$ cat config.mk
export PLATFORM = sky130hd
export DESIGN_NAME = hashfe_top
export DESIGN_NICKNAME = d
export VERILOG_FILES = /design/src/rtl/hashfe_pkg.sv /design/src/rtl/hashfe_regs.sv /design/src/rtl/hashfe_lifo.sv /design/src/rtl/hashfe_irq.sv /design/src/rtl/hashfe_top.sv
export SDC_FILE = /design/constraint.sdc
export NUM_CORES = 1
export LEC_CHECK = 0
export ABC_AREA = 1
export CORE_UTILIZATION = 63
export CTS_CLUSTER_DIAMETER = 100
export DETAILED_ROUTE_END_ITERATION = 12
export DONT_BUFFER_PORTS = 1
export PLACE_DENSITY = 0.8
export SYNTH_ARGS = -nofsm -noshare
export SYNTH_HDL_FRONTEND = slang
export SYNTH_SLANG_ARGS = --single-unit
export TNS_END_PERCENT = 20
$ cat constraint.sdc
create_clock -name clk -period 4.19 [get_ports clk]
set_clock_uncertainty 0.05 [all_clocks]
set_input_delay 0.838 -clock clk [delete_from_list [all_inputs] [get_ports clk]]
set_output_delay 0.838 -clock clk [all_outputs]
set_load 0.01 [all_outputs]
$ cat src/rtl/hashfe_pkg.sv
package hashfe_pkg;
   localparam int OFS_SRST  = 'h00;
   localparam int OFS_LENH  = 'h04;
   localparam int OFS_LENL  = 'h08;
   localparam int OFS_CTRL  = 'h0C;
   localparam int OFS_ISTAT = 'h10;
   localparam int OFS_IEN   = 'h14;
   localparam int OFS_ICLR  = 'h18;
   localparam int OFS_RESQ  = 'h1C;

   localparam int EV_AVAIL = 0;
   localparam int EV_DONE  = 1;
   localparam int EV_RDERR = 2;
   localparam int EV_WRERR = 3;
   localparam int N_EV     = 4;
   localparam int STAT_W   = 9;

   typedef enum logic [1:0] {
      ALG_MD5    = 2'd0,
      ALG_SHA1   = 2'd1,
      ALG_SHA224 = 2'd2,
      ALG_SHA256 = 2'd3
   } alg_e;

   function automatic int unsigned digest_words(alg_e a);
      case (a)
         ALG_MD5:    return 4;
         ALG_SHA1:   return 5;
         ALG_SHA224: return 7;
         default:    return 8;
      endcase
   endfunction
endpackage

$ cat src/rtl/hashfe_regs.sv
module hashfe_regs
   import hashfe_pkg::*;
#(
   parameter int ADDR_W = 8,
   parameter int DATA_W = 32
) (
   input  logic                clk,
   input  logic                rst_n,
   input  logic                bus_en,
   input  logic                bus_we,
   input  logic [ADDR_W-1:0]   bus_addr,
   input  logic [DATA_W-1:0]   bus_wdata,
   output logic                soft_q,
   output logic [2*DATA_W-1:0] len_q,
   output alg_e                algo_q,
   output logic [1:0]          order_q,
   output logic                cfg_q,
   output logic                start_q,
   output logic                clr_wr,
   output logic                en_wr,
   output logic                pop_rd
);
   logic wr_s, rd_s;
   assign wr_s = bus_en & bus_we;
   assign rd_s = bus_en & ~bus_we;

   assign clr_wr = wr_s & ~soft_q & (bus_addr == ADDR_W'(OFS_ICLR));
   assign en_wr  = wr_s & ~soft_q & (bus_addr == ADDR_W'(OFS_IEN));
   assign pop_rd = rd_s & ~soft_q & (bus_addr == ADDR_W'(OFS_RESQ));

   always_ff @(posedge clk or negedge rst_n) begin
      if (!rst_n) begin
         soft_q  <= 1'b0;
         len_q   <= '0;
         algo_q  <= ALG_MD5;
         order_q <= 2'd0;
         cfg_q   <= 1'b0;
         start_q <= 1'b0;
      end else begin
         start_q <= 1'b0;
         if (wr_s && bus_addr == ADDR_W'(OFS_SRST))
            soft_q <= bus_wdata[0];
         if (soft_q) begin
            len_q   <= '0;
            algo_q  <= ALG_MD5;
            order_q <= 2'd0;
            cfg_q   <= 1'b0;
         end else if (wr_s) begin
            if (bus_addr == ADDR_W'(OFS_LENH))
               len_q[2*DATA_W-1:DATA_W] <= bus_wdata;
            if (bus_addr == ADDR_W'(OFS_LENL))
               len_q[DATA_W-1:0] <= bus_wdata;
            if (bus_addr == ADDR_W'(OFS_CTRL)) begin
               algo_q  <= alg_e'(bus_wdata[1:0]);
               order_q <= bus_wdata[9:8];
               cfg_q   <= 1'b1;
               start_q <= 1'b1;
            end
         end
      end
   end
endmodule

$ cat src/rtl/hashfe_lifo.sv
module hashfe_lifo #(
   parameter int W     = 32,
   parameter int DEPTH = 8,
   localparam int CNT_W = $clog2(DEPTH + 1),
   localparam int IDX_W = (DEPTH > 1) ? $clog2(DEPTH) : 1
) (
   input  logic             clk,
   input  logic             rst_n,
   input  logic             flush,
   input  logic             push,
   input  logic [W-1:0]     push_data,
   input  logic             pop,
   output logic [W-1:0]     top_data,
   output logic [CNT_W-1:0] cnt,
   output logic             full,
   output logic             empty
);
   logic [W-1:0] mem [DEPTH];
   logic         do_push, do_pop;
   logic [CNT_W-1:0] cnt_dn;

   assign full    = (cnt == CNT_W'(DEPTH));
   assign empty   = (cnt == '0);
   assign do_push = push & ~full & ~flush;
   assign do_pop  = pop & ~empty & ~flush;
   assign cnt_dn  = cnt - CNT_W'(1);
   assign top_data = mem[IDX_W'(cnt_dn)];

   always_ff @(posedge clk or negedge rst_n) begin
      if (!rst_n)       cnt <= '0;
      else if (flush)   cnt <= '0;
      else if (do_push && !do_pop) cnt <= cnt + CNT_W'(1);
      else if (do_pop && !do_push) cnt <= cnt_dn;
   end

   always_ff @(posedge clk) begin
      if (do_push) begin
         if (do_pop) mem[IDX_W'(cnt_dn)] <= push_data;
         else        mem[IDX_W'(cnt)]    <= push_data;
      end
   end
endmodule

$ cat src/rtl/hashfe_irq.sv
module hashfe_irq
   import hashfe_pkg::*;
#(
   parameter bit IRQ_REG = 1'b1
) (
   input  logic              clk,
   input  logic              rst_n,
   input  logic              flush,
   input  logic [N_EV-1:0]   set_vec,
   input  logic              clr_wr,
   input  logic [N_EV-1:0]   clr_mask,
   input  logic              en_wr,
   input  logic [STAT_W-1:0] en_data,
   input  logic              level,
   output logic [STAT_W-1:0] stat,
   output logic [STAT_W-1:0] en_q,
   output logic              irq
);
   logic [N_EV-1:0] sticky_q;
   logic [N_EV-1:0] kill;
   logic            req;

   assign kill = clr_wr ? clr_mask : '0;
   assign stat = {level, {(STAT_W-1-N_EV){1'b0}}, sticky_q};
   assign req  = |(stat & en_q);

   always_ff @(posedge clk or negedge rst_n) begin
      if (!rst_n) begin
         sticky_q <= '0;
         en_q     <= '0;
      end else if (flush) begin
         sticky_q <= '0;
         en_q     <= '0;
      end else begin
         sticky_q <= (sticky_q & ~kill) | set_vec;
         if (en_wr) en_q <= en_data;
      end
   end

   if (IRQ_REG) begin : g_irq_reg
      logic irq_q;
      always_ff @(posedge clk or negedge rst_n) begin
         if (!rst_n) irq_q <= 1'b0;
         else        irq_q <= req;
      end
      assign irq = irq_q;
   end else begin : g_irq_comb
      assign irq = req;
   end
endmodule

$ cat src/rtl/hashfe_top.sv
module hashfe_top
   import hashfe_pkg::*;
#(
   parameter int ADDR_W  = 8,
   parameter int DATA_W  = 32,
   parameter int DEPTH   = 8,
   parameter bit IRQ_REG = 1'b1,
   localparam int CNT_W  = $clog2(DEPTH + 1)
) (
   input  logic                clk,
   input  logic                rst_n,
   input  logic                bus_en,
   input  logic                bus_we,
   input  logic [ADDR_W-1:0]   bus_addr,
   input  logic [DATA_W-1:0]   bus_wdata,
   output logic [DATA_W-1:0]   bus_rdata,
   input  logic                data_wr,
   output logic                core_rst,
   output logic                core_start,
   output logic [1:0]          core_algo,
   output logic [1:0]          core_order,
   output logic [2*DATA_W-1:0] core_len,
   input  logic                dig_valid,
   input  logic [DATA_W-1:0]   dig_word,
   output logic                dig_ready,
   output logic                irq
);
   if (DATA_W != 32) begin : g_bad_width
      $error("hashfe_top: register bus must be 32 bits");
   end
   if (DEPTH < 8) begin : g_bad_depth
      $error("hashfe_top: store must hold a full SHA-256 digest");
   end
   if (ADDR_W < 5) begin : g_bad_addr
      $error("hashfe_top: address too narrow for register map");
   end

   logic               soft_q, cfg_done, clr_wr, en_wr, pop_rd;
   alg_e               algo;
   logic [CNT_W-1:0]   cnt, cnt_up, need;
   logic               full, empty, push;
   logic [DATA_W-1:0]  top_word;
   logic [N_EV-1:0]    ev;
   logic [STAT_W-1:0]  stat, en_q;

   hashfe_regs #(.ADDR_W(ADDR_W), .DATA_W(DATA_W)) regs_i (
      .clk(clk), .rst_n(rst_n), .bus_en(bus_en), .bus_we(bus_we),
      .bus_addr(bus_addr), .bus_wdata(bus_wdata),
      .soft_q(soft_q), .len_q(core_len), .algo_q(algo), .order_q(core_order),
      .cfg_q(cfg_done), .start_q(core_start),
      .clr_wr(clr_wr), .en_wr(en_wr), .pop_rd(pop_rd)
   );

   assign core_rst  = soft_q;
   assign core_algo = algo;
   assign dig_ready = ~full & ~soft_q;
   assign push      = dig_valid & dig_ready;

   hashfe_lifo #(.W(DATA_W), .DEPTH(DEPTH)) lifo_i (
      .clk(clk), .rst_n(rst_n), .flush(soft_q),
      .push(push), .push_data(dig_word), .pop(pop_rd),
      .top_data(top_word), .cnt(cnt), .full(full), .empty(empty)
   );

   assign need   = CNT_W'(digest_words(algo));
   assign cnt_up = cnt + CNT_W'(1);

   always_comb begin
      ev = '0;
      ev[EV_AVAIL] = push;
      ev[EV_DONE]  = push & ~pop_rd & (cnt_up == need);
      ev[EV_RDERR] = pop_rd & empty;
      ev[EV_WRERR] = data_wr & ~cfg_done & ~soft_q;
   end

   hashfe_irq #(.IRQ_REG(IRQ_REG)) irq_i (
      .clk(clk), .rst_n(rst_n), .flush(soft_q),
      .set_vec(ev), .clr_wr(clr_wr), .clr_mask(bus_wdata[N_EV-1:0]),
      .en_wr(en_wr), .en_data(bus_wdata[STAT_W-1:0]),
      .level(~empty), .stat(stat), .en_q(en_q), .irq(irq)
   );

   always_comb begin
      bus_rdata = '0;
      if (bus_en && !bus_we) begin
         case (bus_addr)
            ADDR_W'(OFS_SRST):  bus_rdata = {{(DATA_W-1){1'b0}}, soft_q};
            ADDR_W'(OFS_LENH):  bus_rdata = core_len[2*DATA_W-1:DATA_W];
            ADDR_W'(OFS_LENL):  bus_rdata = core_len[DATA_W-1:0];
            ADDR_W'(OFS_CTRL):  bus_rdata = {{(DATA_W-10){1'b0}}, core_order, 6'd0, core_algo};
            ADDR_W'(OFS_ISTAT): bus_rdata = {{(DATA_W-STAT_W){1'b0}}, stat};
            ADDR_W'(OFS_IEN):   bus_rdata = {{(DATA_W-STAT_W){1'b0}}, en_q};
            ADDR_W'(OFS_RESQ):  bus_rdata = (empty || soft_q) ? '0 : top_word;
            default:            bus_rdata = '0;
         endcase
      end
   end
endmodule

=== Word-level counts from Yosys, hierarchy flattened ===
Memories as Yosys holds them, arrays and structs flattened.
Cells that the tools add are included.

* Bits in writable memories: 256
* Bits of input ports: 78
* Output and inout bits: 104
* Register bits: 89
* Memories: 1

* Multiplexer cells: 36
* Eq/ne operators: 11
* Reduce and logical (&&, ||, !) cells: 22
* Bitwise logic cells: 28
* Add/subtract/negate cells: 2

{| class="wikitable"
|+ Memories
! memory !! depth !! width !! rd ports !! clocked after memory_dff !! wr ports !! RTL line !! text
|-
| lifo_i.mem || 8 || 32 || 1 || 0 || 1 || hashfe_lifo.sv:18 || <nowiki>logic [W-1:0] mem [DEPTH];</nowiki>
|}

{| class="wikitable"
|+ Operators with widths
! cell !! count
|-
| $pmux 32 s7 || 1
|-
| $mux 32 || 5
|-
| $mux 64 || 2
|-
| $eq 8x5->1 const B || 4
|-
| $reduce_or 32->1 || 1
|-
| $mux 4 || 5
|-
| $and 1x1->1 || 18
|-
| $mux 9 || 2
|-
| $eq 8x4->1 const B || 2
|-
| $mux 1 || 13
|-
| $mux 2 || 6
|-
| $pmux 4 s3 || 1
|-
| $reduce_bool 2->1 || 5
|-
| $and 9x9->9 || 1
|-
| $reduce_or 9->1 || 1
|-
| $eq 8x3->1 const B || 1
|-
| $logic_not 8->1 || 1
|-
| $not 1->1 || 6
|-
| $reduce_and 2->1 || 3
|-
| $add 4x1->4 const B || 1
|-
| $and 4x4->4 || 1
|-
| $eq 4x4->1 || 1
|-
| $eq 4x4->1 const B || 1
|-
| $logic_and 1x1->1 || 4
|-
| other kinds (11) || 13
|}

=== Depth between registers and ports, before layout ===
* Depth in word-level cells: 11
* Gate-level depth with buffers: 14

=== By module ===
Synthesis repeated with hierarchy kept, for this count alone.

* Cells, all modules: 1639
* Area, all modules: 15866.5 um^2

{| class="wikitable"
|+ Modules (own cells, without submodules)
! module !! cells each !! sequential area each (um^2) !! area each (um^2) !! times used
|-
| hashfe_lifo || 806 || 7787.5 || 10380.0 || 1
|-
| hashfe_regs || 406 || 1776.7 || 3343.2 || 1
|-
| hashfe_top || 350 || 0.0 || 1506.4 || 1
|-
| hashfe_irq || 77 || 350.3 || 636.9 || 1
|}

=== Least setup slack after synthesis ===
OpenSTA, ideal clock, no wires.

* Path kind: register to register
* From: register lifo_i.cnt[0]
* To: memory lifo_i.mem[6][0], enable pin
* Cell stages (with the launch flop): 15
* Path slack: 0.385 ns
* Library setup time: 0.421 ns
* Data arrival time: 3.334 ns
* Path through: dfrtp_1 buf_2 inv_1 buf_4 buf_4 ha_1 nand3_1 nand3_2 clkinv_2 nand2_4 buf_6 nand2_2 nand2_2 nand2_1 nor2_1

* Word-level cells in the longest chain between the ends: 10
* Elaborated cells between the ends (all ways): 20

{| class="wikitable"
|+ RTL lines
! element !! RTL line !! text
|-
| start: declaration || hashfe_lifo.sv:14 || <nowiki>output logic [CNT_W-1:0] cnt,</nowiki>
|-
| start signal: assignment || hashfe_lifo.sv:32 || <nowiki>else if (do_push && !do_pop) cnt <= cnt + CNT_W'(1);</nowiki>
|-
| start signal: assignment || hashfe_lifo.sv:33 || <nowiki>else if (do_pop && !do_push) cnt <= cnt_dn;</nowiki>
|-
| $eq 4x4->1 || hashfe_lifo.sv:22 || <nowiki>assign full = (cnt == CNT_W'(DEPTH));</nowiki>
|-
| $not 1->1 || hashfe_lifo.sv:24, hashfe_top.sv:56 ||
|-
| $and 1x1->1 || hashfe_top.sv:56 || <nowiki>assign dig_ready = ~full & ~soft_q;</nowiki>
|-
| $and 1x1->1 || hashfe_top.sv:57 || <nowiki>assign push = dig_valid & dig_ready;</nowiki>
|-
| $and 1x1->1 (2 in series) || hashfe_lifo.sv:24 || <nowiki>assign do_push = push & ~full & ~flush;</nowiki>
|-
| $mux 1 || hashfe_lifo.sv:37 || <nowiki>if (do_push) begin</nowiki>
|-
| $mux 1 (not written as such) || hashfe_lifo.sv:39 || <nowiki>else mem[IDX_W'(cnt)] <= push_data;</nowiki>
|-
| $reduce_or 32->1 (no line) || - ||
|-
| $mux 3 (no line) or $mux 1 (tied branches) || - ||
|-
| end: declaration || hashfe_lifo.sv:18 ||
|}

Parallel ways exist; a longest one is shown, timed or not.

=== Worst setup path in the final report ===
* From: register lifo_i.cnt[1]
* To: output bus_rdata[3]

* Word-level cells in the longest chain between the ends: 5
* Elaborated cells between the ends (all ways): 7

{| class="wikitable"
|+ RTL lines
! element !! RTL line !! text
|-
| $sub 4x1->4 or $logic_not 4->1 (tied branches) || hashfe_lifo.sv:26, hashfe_lifo.sv:23 ||
|-
| $mem_v2 8x32 or $logic_or 1x1->1 (tied branches) || - ||
|-
| $mux 32 (*) || hashfe_top.sv:93 || <nowiki>ADDR_W'(OFS_RESQ): bus_rdata = (empty || soft_q) ? '0 : top_word;</nowiki>
|-
| $pmux 32 s7 (*) || hashfe_top.sv:86 || <nowiki>case (bus_addr)</nowiki>
|-
| $mux 32 (*) || hashfe_top.sv:85 || <nowiki>if (bus_en && !bus_we) begin</nowiki>
|-
| end: declaration || hashfe_top.sv:16 || <nowiki>output logic [DATA_W-1:0] bus_rdata,</nowiki>
|}

Mark *: on every way between the ends. The rest lies on a longest branch, timed or not.

==> impl_metrics.csv <==
group,metric,value,unit
placement,io_buffers,0,
pwr,ir_worst_vdd,0.000455,V
layout,fin_nets,1471,
placement,placedCellCount,1663,
pwr,p_per_area,687,nW/um^2
clock_network,cts.sinks,345,
clock_network,post-cts-setup-buffer-count,0,
pwr,combPwrFrac,0.319,
clock_network,cts_made_buffers,36,
route,via_count,10600,
logic_synthesis,syn_nets,1457,
clock_network,clockBufferDepth,3,
layout,final_util,0.723,
min_path,worstHoldPathType,"in2async",
critical_path,required,3.30,ns
timing,max_freq,0.254,GHz
timing,slew_violations,0,
route,first_iter_violations,1518,
pwr,p_switching,4.24,mW
logic_synthesis,synthCells,1375,
placement,place.gp.congestion,0.929,
route,wl_met3,4.51,mm
floorplanning,rows,55,
critical_path,slowest_stage,"ha_4",
layout,diodes,0,
route,wire_per_inst,21.1,um
layout,layout.cells.non_filler,1729,
timing,slew_headroom,0.533,
critical_path,path_cells,"inv_1 -> ha_4 -> buf_4 -> o21ai_0 -> o211ai_1 -> nand3_1 -> a21oi_1 -> buf_4",
critical_path,reg2reg_depth,10,
status,outcome,"completed",
floorplanning,ios,182,
clock_network,htreeDepth,2,
timing,hold-worst-slack,0.170,ns
critical_path,worst_setup_path_start_kind,"register",
critical_path,rr_startpoint,"lifo_i.cnt[1]",
placement,place_ws,0.829,ns
clock_network,root_buffer,"clkbuf_16",
critical_path,path_common_cell,"buf_4",
floorplanning,die_w,156,um
layout,multi_input_area,4370,sq um
clock_network,cts_tree,"built",
logic_synthesis,yosys_register_bits,345,
floorplanning,die_y,156,um
timing,tns,0,ns
timing,fin_ws,0.256,ns
critical_path,crit_end,"bus_rdata[3]",
logic_synthesis,yosys_warnings,0,
route,viasPerCell,6.16,
pwr,p_int,7.15,mW
critical_path,timing.rr.end,"lifo_i.mem[2][18]",
timing,finalCriticalPeriod,3.93,ns
route,first_pass_iters,6,
global_routing,antenna_found_initial,0,
logic_synthesis,ys_types,40,
route,wirelength,36.5,mm
clock_network,clk_latency,0.51,ns
floorplanning,start_util,0.648,
layout,layout_common_cells,"256 x edfxtp_1, 210 x nor2_1, 204 x nand2_1",
layout,nFillCells,1546,
placement,place.detailed.hpwl,22.2,mm
timing,tightest_slew,0.700,ns
route,wl_met1,14.1,mm
job,cap_violations,0,
clock_network,clkTransAtPathRegs,0.06,ns
pwr,clkPwrFrac,0.258,
critical_path,cp_max_fo,45,
timing,setup_viol,0,
logic_synthesis,ys_seq_area_frac,0.667,
layout,regArea,9920,sq um
route,wl_met2,17.1,mm
route,top_layer,"met4",
logic_synthesis,synth.avg_cell_area,10.8,sq um
global_routing,gr-usage-all-layers,0.306,
route,detail-route-antenna-nets,0,
layout,layout_commonest_cell,"edfxtp_1",
critical_path,cp.arrival,3.05,ns
layout,layout-drive-gt1-share,0.104,
pwr,power_leakage,6.12,nW
global_routing,grt_overflow,0,
pwr,switching_share,0.372,
timing,hold_viol,0,
critical_path,cp-startpoint,"lifo_i.cnt[1]",
timing,rsz0062_at_grt,"false",
critical_path,crit_path_end_kind,"primary output",
global_routing,grt_max_degree,132,
route,route.detailed.drc,0,
global_routing,grt_first_pass_wirelength,56.0,mm
critical_path,ff2ff_setup_slack,1.13,ns
pwr,power.share.sequential,0.423,
timing,finalCritPeriodShare,0.939,
logic_synthesis,syn-cell-area,14900,sq um
critical_path,cpPeakStageDelay,0.62,ns
global_routing,grt_pass1_vias,10000,
floorplanning,core_area,22900,sq um
clock_network,cts_resized,0,
floorplanning,die_area,24200,sq um
critical_path,crit_type,"reg2out",
layout,area_growth,11.5,%
clock_network,hold_buffers,1,
power groups by stage:
stage          registers, mW  clock network [mW]  logic, mW
6_report                4.82                2.94       3.63
5_1_grt                 4.88                3.11       4.00
4_1_cts                 4.81                2.96       3.61
3_5_place_dp            4.87                   0       3.54
3_3_place_gp            4.85                   0       3.46
2_1_floorplan           4.74                   0       2.53
per-layer routing:
| layer | global-route usage | vias up |
|---|---|---|
| li1 | - | 4848 |
| met1 | 0.417 | 5049 |
| met2 | 0.482 | 671 |
| met3 | 0.0808 | 77 |
| met4 | 0.100 | 0 |
| met5 | 0 | - |
synth_stat cells:
| cell type | n | area share |
|---|---|---|
| edfxtp_1 | 256 | 0.52 |
| nand4_1 | 10 | 0.0042 |
| inv_1 | 54 | 0.014 |
| ha_1 | 4 | 0.0034 |
| a31oi_1 | 1 | 0.00042 |
| nand3_2 | 1 | 0.00067 |
| o21ai_1 | 19 | 0.0064 |
| nand2_1 | 204 | 0.052 |
| nor3_1 | 2 | 0.00067 |
| xnor2_4 | 1 | 0.0019 |
| nand3_4 | 1 | 0.0012 |
| inv_2 | 5 | 0.0013 |
| buf_2 | 27 | 0.0091 |
| nand3_1 | 94 | 0.032 |
| and3_1 | 1 | 0.00042 |
| xor2_1 | 3 | 0.0018 |
| nor2_1 | 218 | 0.055 |
| nor2_2 | 2 | 0.00084 |
| nand2_2 | 12 | 0.0051 |
| a21oi_2 | 1 | 0.00059 |
| o22ai_1 | 3 | 0.0013 |
| nor2_8 | 2 | 0.0027 |
| clkbuf_2 | 1 | 0.00034 |
| buf_1 | 1 | 0.00025 |
| buf_6 | 2 | 0.0015 |
| nand2_4 | 2 | 0.0015 |
| and2_1 | 1 | 0.00042 |
| a31oi_4 | 1 | 0.0014 |
| nor2_4 | 3 | 0.0023 |
| a22o_1 | 1 | 0.00059 |
| a21oi_4 | 1 | 0.0011 |
| buf_4 | 17 | 0.0086 |
| o211ai_1 | 64 | 0.032 |
| clkinv_2 | 1 | 0.00034 |
| a21oi_1 | 39 | 0.013 |
| clkbuf_1 | 35 | 0.0088 |
| dfrtp_1 | 89 | 0.15 |
| xnor2_1 | 1 | 0.00059 |
| o21ai_0 | 194 | 0.065 |
| a221oi_1 | 1 | 0.00059 |
kinds of logic after synthesis:
kind of cell / synth area share
AND/OR/NAND/NOR: 0.158
adder cells (fa/ha/maj): 0.00337
buffers and inverters: 0.0439
AO/OA/AOI/OAI: 0.123
XOR/XNOR: 0.00421
flip-flops: 0.667
worst max-delay path, delay by kind of cell, from the launching register on:
family | cells | cell delay, ns
compound gates | 3 | 0.61
fa+ha+maj | 1 | 0.62
buf+inv | 3 | 0.66
flops | 1 | 0.47
simple gates | 1 | 0.13
area by class of cell:
class,instances,share of cell area
tap,313,0.0236
inverter,60,0.0137
timing repair buffer,59,0.0355
sequential,345,0.598
clock buffer,49,0.0585
clock inverter,16,0.00687
multi-input combinational,887,0.263
flip-flops by register name, summed over array words and instances, names as in the netlist, 2 cells and up:
name and count:
irq_i.en_q 9, irq_i.sticky_q 4, lifo_i.cnt 4, lifo_i.mem 256, regs_i.algo_q 2, regs_i.len_q 64
regs_i.order_q 2
worst min-delay path by stage:
stage	cells past startpoint	endpoint	from	slack (ns)
finish	1	regs_i.len_q[37]	rst_n	0.17
global route	1	regs_i.len_q[5]	rst_n	0.21
CTS	1	regs_i.start_q	rst_n	0.19
detailed placement	2	irq_i.en_q[4]	irq_i.en_q[4]	0.45
global placement	2	irq_i.en_q[4]	irq_i.en_q[4]	0.45
floorplan	2	irq_i.en_q[4]	irq_i.en_q[4]	0.42
through the flow:
step	instance area, sq um	power (mW)
global placement	15500	8.31
CTS	16600	11.4
detailed placement	15500	8.41
finish	16600	11.4
global route	16600	12.0
floorplan	14900	7.27
No activity file was read; power rests on OpenSTA's default activity.
